[config.mk]
export PLATFORM = sky130hd
export DESIGN_NAME = wdt_timer16
export DESIGN_NICKNAME = d
export VERILOG_FILES = /design/src/rtl/wdt_timer16.sv
export SDC_FILE = /design/constraint.sdc
export NUM_CORES = 1
export LEC_CHECK = 0
export BUFFER_PORTS_ARGS = -buffer_cell sky130_fd_sc_hd__buf_2
export CORE_ASPECT_RATIO = 1.25
export CORE_UTILIZATION = 55
export DETAILED_ROUTE_END_ITERATION = 16
export PLACE_DENSITY = 0.76
export SLEW_MARGIN = 30
export SYNTH_ARGS = -nofsm -noshare
export SYNTH_HDL_FRONTEND = slang
export SYNTH_SLANG_ARGS = --single-unit
[constraint.sdc]
create_clock -name clk -period 6.46 [get_ports clk]
set_input_delay 0.969 -clock clk [delete_from_list [all_inputs] [get_ports clk]]
set_output_delay 0.969 -clock clk [all_outputs]
set_load 0.02 [all_outputs]
[src/rtl/wdt_timer16.sv]
module wdt_timer16 #(
  parameter int W         = 16,
  parameter int DIV_A_LOG = 4,
  parameter int DIV_B_LOG = 8
) (
  input  logic         clk,
  input  logic         rst_n,
  input  logic         tick,
  input  logic         pdown,
  input  logic         sel,
  input  logic         wr,
  input  logic [1:0]   addr,
  input  logic [W-1:0] wdata,
  output logic [W-1:0] rdata,
  output logic         wd_rst,
  output logic         wd_irq,
  output logic         tmo_irq
);
  localparam int PW = DIV_B_LOG;
  localparam logic [1:0] A_LOAD = 2'd0, A_VAL = 2'd1, A_CTRL = 2'd2, A_CLR = 2'd3;
  localparam logic [15:0] KEEP = 16'h01EF;

  logic [W-1:0]  load_q, cnt_q;
  logic [15:0]   ctrl_q;
  logic          locked_q;
  logic [PW-1:0] pre_q, pre_lim;

  wire c_up  = ctrl_q[8];
  wire c_en  = ctrl_q[7];
  wire c_per = ctrl_q[6];
  wire c_wd  = ctrl_q[5];
  wire c_irq = ctrl_q[1];
  wire c_pdh = ctrl_q[0];

  wire wr_any  = sel && wr;
  wire wr_load = wr_any && addr == A_LOAD;
  wire wr_ctrl = wr_any && addr == A_CTRL && !locked_q;
  wire wr_clr  = wr_any && addr == A_CLR;

  always_comb
    case (ctrl_q[3:2])
      2'b01:   pre_lim = PW'((1 << DIV_A_LOG) - 1);
      2'b10:   pre_lim = '1;
      default: pre_lim = '0;
    endcase

  wire run    = c_en && !(c_pdh && pdown);
  wire step   = run && tick && pre_q == pre_lim;
  wire dn     = c_wd || !c_up;
  wire at_end = dn ? (cnt_q == '0) : (cnt_q == '1);
  wire expire = step && at_end;
  wire reload = expire && (c_wd || c_per);

  always_ff @(posedge clk or negedge rst_n)
    if (!rst_n) begin
      ctrl_q   <= '0;
      locked_q <= 1'b0;
    end else if (wr_ctrl) begin
      ctrl_q   <= 16'(wdata) & KEEP;
      locked_q <= 1'b1;
    end

  always_ff @(posedge clk or negedge rst_n)
    if (!rst_n)       load_q <= '0;
    else if (wr_load) load_q <= wdata;

  always_ff @(posedge clk or negedge rst_n)
    if (!rst_n)                pre_q <= '0;
    else if (wr_clr || wr_ctrl) pre_q <= '0;
    else if (run && tick)      pre_q <= step ? '0 : pre_q + 1'b1;

  always_ff @(posedge clk or negedge rst_n)
    if (!rst_n)                 cnt_q <= '0;
    else if (wr_clr || wr_ctrl) cnt_q <= load_q;
    else if (step) begin
      if (reload)  cnt_q <= load_q;
      else if (dn) cnt_q <= cnt_q - 1'b1;
      else         cnt_q <= cnt_q + 1'b1;
    end

  always_ff @(posedge clk or negedge rst_n)
    if (!rst_n) begin
      wd_rst  <= 1'b0;
      wd_irq  <= 1'b0;
      tmo_irq <= 1'b0;
    end else begin
      wd_rst <= !wr_clr && expire && c_wd && !c_irq;
      if (wr_clr) begin
        wd_irq  <= 1'b0;
        tmo_irq <= 1'b0;
      end else begin
        if (expire && c_wd && c_irq)  wd_irq  <= 1'b1;
        if (expire && c_per && !c_wd) tmo_irq <= 1'b1;
      end
    end

  always_comb
    case (addr)
      A_LOAD:  rdata = load_q;
      A_VAL:   rdata = cnt_q;
      A_CTRL:  rdata = W'(ctrl_q);
      default: rdata = '0;
    endcase

  AST_CTRL_ONCE: assert property (@(posedge clk) disable iff (!rst_n)
    locked_q |=> $stable(ctrl_q));
  AST_RSV_ZERO: assert property (@(posedge clk) disable iff (!rst_n)
    (addr == A_CTRL) |-> (rdata[15:9] == '0 && rdata[4] == 1'b0));
  AST_HOLD_IDLE: assert property (@(posedge clk) disable iff (!rst_n)
    (!run && !wr_clr && !wr_ctrl) |=> $stable(cnt_q));
  AST_PD_FREEZE: assert property (@(posedge clk) disable iff (!rst_n)
    (c_pdh && pdown && !wr_clr && !wr_ctrl) |=> $stable(cnt_q));
  AST_RST_MODE: assert property (@(posedge clk) disable iff (!rst_n)
    wd_rst |-> (c_wd && !c_irq));
  AST_IRQ_STICKY: assert property (@(posedge clk) disable iff (!rst_n)
    (wd_irq && !wr_clr) |=> wd_irq);
  AST_WD_NO_TMO: assert property (@(posedge clk) disable iff (!rst_n)
    c_wd |-> !tmo_irq);
  AST_SERVICE: assert property (@(posedge clk) disable iff (!rst_n)
    wr_clr |=> (!wd_irq && !tmo_irq && !wd_rst && cnt_q == $past(load_q)));
endmodule

======== Word level (Yosys, flattened, before mapping) ========
Cells that the tools add are included.
cells by class
  add/subtract/negate cells ............... 3
  multipliers ............................. 0
  div/mod/pow operators ................... 0
  $lt $le $gt $ge ......................... 0
  equal/unequal tests ..................... 7
  shift-type cells ........................ 0
  mux-type cells .......................... 14
  bitwise logic cells ..................... 0
  reductions and logical operators ........ 33
operator list
  cell                                                count
  two-way mux 16 bit                                  4
  one-hot mux 16 bit (3 select lines)                 1
  two-way mux 8 bit                                   3
  logical AND 1 bit                                   18
  adder 16 x 1 -> 16 bit, second input constant       1
  == test 16 bit, second input constant               1
  logical NOT 16 bit                                  1
  one-hot mux 8 bit (2 select lines)                  1
  subtractor 16 x 1 -> 16 bit, second input constant  1
  adder 8 x 1 -> 8 bit, second input constant         1
  == test 8 bit                                       1
  nonzero test 2 bit                                  4
  == test 2 bit, second input constant                3
  logical NOT 1 bit                                   6
  two-way mux 1 bit                                   5
  == test 2 x 1 -> 1 bit, second input constant       2
  logical OR 1 bit                                    3
  logical NOT 2 bit                                   1
storage, ports and cells
  bits in registers ....................... 52
  bits in latches ......................... 0
  RAM bits ................................ 0
  ROM bits ................................ 0
  bits of input ports ..................... 24
  output and inout bits ................... 19
  logic and storage cells ................. 65
  memories ................................ 0

======== Depth between registers and ports, before layout ========
  depth in word-level cells ............... 10
  gate-level depth with buffers ........... 10
  depth with buffers taken out ............ 9

======== Worst setup path before layout ========
No wires, ideal clock.
  kind .................................... input to output
  from .................................... input port addr[0]
  to ...................................... output port rdata[2]
  arrival time ............................ 2284 ps
  required time ........................... 5491 ps
  path slack .............................. 3207 ps
  cell stages on the path ................. 4
  buffers on the path ..................... 2
  cells stage by stage .................... buf_1 -> buf_2 -> mux2i_1 -> o21ai_0
on the way
  longest elaborated chain between the ends .. 2
  elaborated cells on any way between the ends .. 4
  those cells by class .................... eq/ne (2); mux (1); reduce/logical (1)
ends and longest elaborated chain
  what                                     line  source
  start, declared                          12    input logic [1:0] addr,
  == test 2 bit (tied with other cells)    98    case (addr)
  one-hot mux 16 bit (3 select lines) (*)  98
  end, declared                            14    output logic [W-1:0] rdata,
Every way passes the cells marked *; elsewhere a longest branch is shown, timed or not.

======== Final worst setup path ========
  from .................................... input port addr[1]
  to ...................................... output port rdata[8]
The elaborated chain is that of the path after synthesis.

==> results.toml <==
[timing]
whs_ns = 0.510
skew_ns = 0.00793
finalHoldViolCount = 0
grt_setup_unrepaired = "no"
drv_slew = 0
fmax_mhz = 303
period_share_pct = 51.1
setup_viol_count_final = 0
setup_tns_ns = 0
relSlewSlack_pct = 37.3
worstMarginPinSlew_ns = 0.940
min_period_ns = 3.30

[clocking]
clk_pin_slew_ns = 0.09
tritoncts = "done"
cts_root_buf = "clkbuf_8"
cts-buffers-inserted = 5
cts_max_level = 2
cts_setup_buffers = 0
cts.repair.resized = 0
clk_latency_ns = 0.30
cts_hold_buf = 0
cts_sinks = 52
cts_buffer_depth = 2

[synthesis]
synthFlopType = "dfrtp_1"
syn_avg_cell_area_um2 = 9.43
synth-edff-count = 0
async_flop_share_pct = 100
synth_cell_types = 53
synthCells = 364
synth-seq-cells = 52
ys_seq_area_share_pct = 37.9
yosysWarnings = 0
syn_area_um2 = 3430
syn_nets = 407

[power]
powerDensity_nw_per_um2 = 458
power_leakage_nw = 1.68
ir_worst_vdd_uv = 237

[cells_and_area]
drive_above_1_share_pct = 20.8
final_util_pct = 64.5
finish.instance_area_um2 = 3800
area_growth_pct = 10.7
diodes = 0
fin_cells = 481
nets = 442

[critical_path]
path_cells = "buf_2 > nor2b_1 > nand2_1 > o21ai_0 > buf_2"
startpoint_type = "input pin"
required_ns = 5.49
crit_type = "in -> out"
slowest_stage = "nor2b_1"
cp_max_fo = 19
end_kind = "output pin"
arrival_ns = 2.33
reg2reg_slack_ns = 3.19
cp_common_cell = "buf_2"
crit_path_max_incr_delay_ns = 0.61

[global_route]
antenna_found_initial = 0
grt_max_degree = 53
grt.total_usage_pct = 26.6
grt_pass1_wl_mm = 13.7
grt_pass1_vias = 2838
overflow = 0

[floorplanning]
die_y_um = 90.3
start_util_pct = 58.2
dieArea_um2 = 6560
io_pins = 43
die_w_um = 72.7
num_rows = 31
core_area_um2 = 5900

[detailed_routing]
drt_iter0_drc = 166
wl_per_cell_um = 17.2
via_count = 2966
avgViaCountPerCell = 6.17
ant_nets = 0
drc = 0
firstDrtPassIters = 4
routed_wl_mm = 8.27

[outcome]
outcome = "complete, no violations"

[placement]
placed_cells = 474
io_buffers = 42
placedInstanceArea_um2 = 3670
dp_hpwl_mm = 6.00
gp_congestion = 0.916

[flow_run]
drv_cap = 0

[hold_path]
hp-class = "reg -> reg"
-- cell type report --
type	count	area [um2]
clock buffer	5	68.8
timing repair buffer	44	225
inverter	11	41.3
tap	82	103
sequential	52	1300
clock inverter	2	60.1
multi-input combinational	285	2000
fill	521	2100
-- cell usage in the layout (no fill, tap or decap), drive strengths merged, types with 3 or more instances in the layout --
cell / synthesis / layout
dfrtp: 52 / 52
buf: 11 / 44
nand2: 29 / 29
o21ai: 28 / 28
nor2: 28 / 28
a21oi: 24 / 24
mux2: 22 / 22
ha: 18 / 18
mux2i: 17 / 17
nor3: 15 / 15
nand3: 13 / 13
inv: 11 / 11
xnor2: 10 / 10
nor4: 7 / 7
nand4: 7 / 7
a22oi: 7 / 7
a221o: 7 / 7
o211ai: 6 / 6
xor2: 5 / 5
clkbuf: 5 / 5
a31oi: 4 / 4
nand2b: 3 / 3
or3: 3 / 3
and3: 3 / 3
a21o: 3 / 3
-- registers in the layout, summed over array words and instances (netlist names) --
name and cells:
cnt_q 16, wd_irq 1, pre_q 8, tmo_irq 1
ctrl_q 8, wd_rst 1, load_q 16, locked_q 1
-- critical path, delay by kind of cell --
family | cells | cell delay (ns)
AND/OR/NAND/NOR | 2 | 0.71
buffers and inverters | 2 | 0.53
AO/OA/AOI/OAI | 1 | 0.13
-- path summary, 6_finish.rpt --
kind	from	depth (start not counted)	endpoint
hold / removal	ctrl_q[1]	1	wd_rst
max in group asynchronous	rst_n	2	load_q[11]
setup / recovery	addr[1]	5	rdata[8]
min in group asynchronous	rst_n	2	ctrl_q[3]
setup reg to reg	ctrl_q[5]	8	cnt_q[13]
hold reg to reg	ctrl_q[1]	1	wd_rst
-- metrics by stage --
stage	worst slack, ns	total power (W)
2_1_floorplan	3.21	0.00124
3_3_place_gp	3.26	0.00143
3_5_place_dp	3.16	0.00146
4_1_cts	3.21	0.00173
5_1_grt	2.98	0.00189
6_report	3.16	0.00174
-- where the power goes --
group          switching, W  internal, W
logic              0.000519     0.000402
clock network      0.000108     0.000153
registers          0.000137     0.000422
total              0.000763     0.000977
-- kinds of logic after synthesis --
logic type	Yosys count	share of synthesized area (%)
xor gates and xnor gates	15	3.83
DFF	52	37.9
buffers and inverters	27	3.94
AOI/OAI and AO/OA	92	17.3
muxes	39	12.2
and+or+nand+nor	120	17.7
adders and majority gates	19	7.15
-- layer usage --
metal  track usage [%]  share of wire, %  vias to the layer above
li1                  -                 -                     1428
met1              35.9                44                     1451
met2              43.6                50                       74
met3              3.57               4.0                       13
met4              8.99               2.2                        0
met5                 0                 0                        -
-- cell usage after synthesis (6+ instances only) --
master    number  share of area [%]
o211ai_1       6                1.3
a22oi_1        7                1.5
a221o_1        7                2.0
o21ai_0       28                4.1
mux2i_1       17                5.0
mux2_2        22                7.2
nand2_1       29                3.2
a21oi_1       24                3.5
nor4_1         7                1.3
inv_1         11                1.2
nor3_1        14                2.0
buf_2          6               0.87
xnor2_1       10                2.6
nor2_1        27                3.0
nand3_1       12                1.7
ha_1          18                6.6
nand4_1        7                1.3
dfrtp_1       52                 38
(Power assumes the default switching activity.)
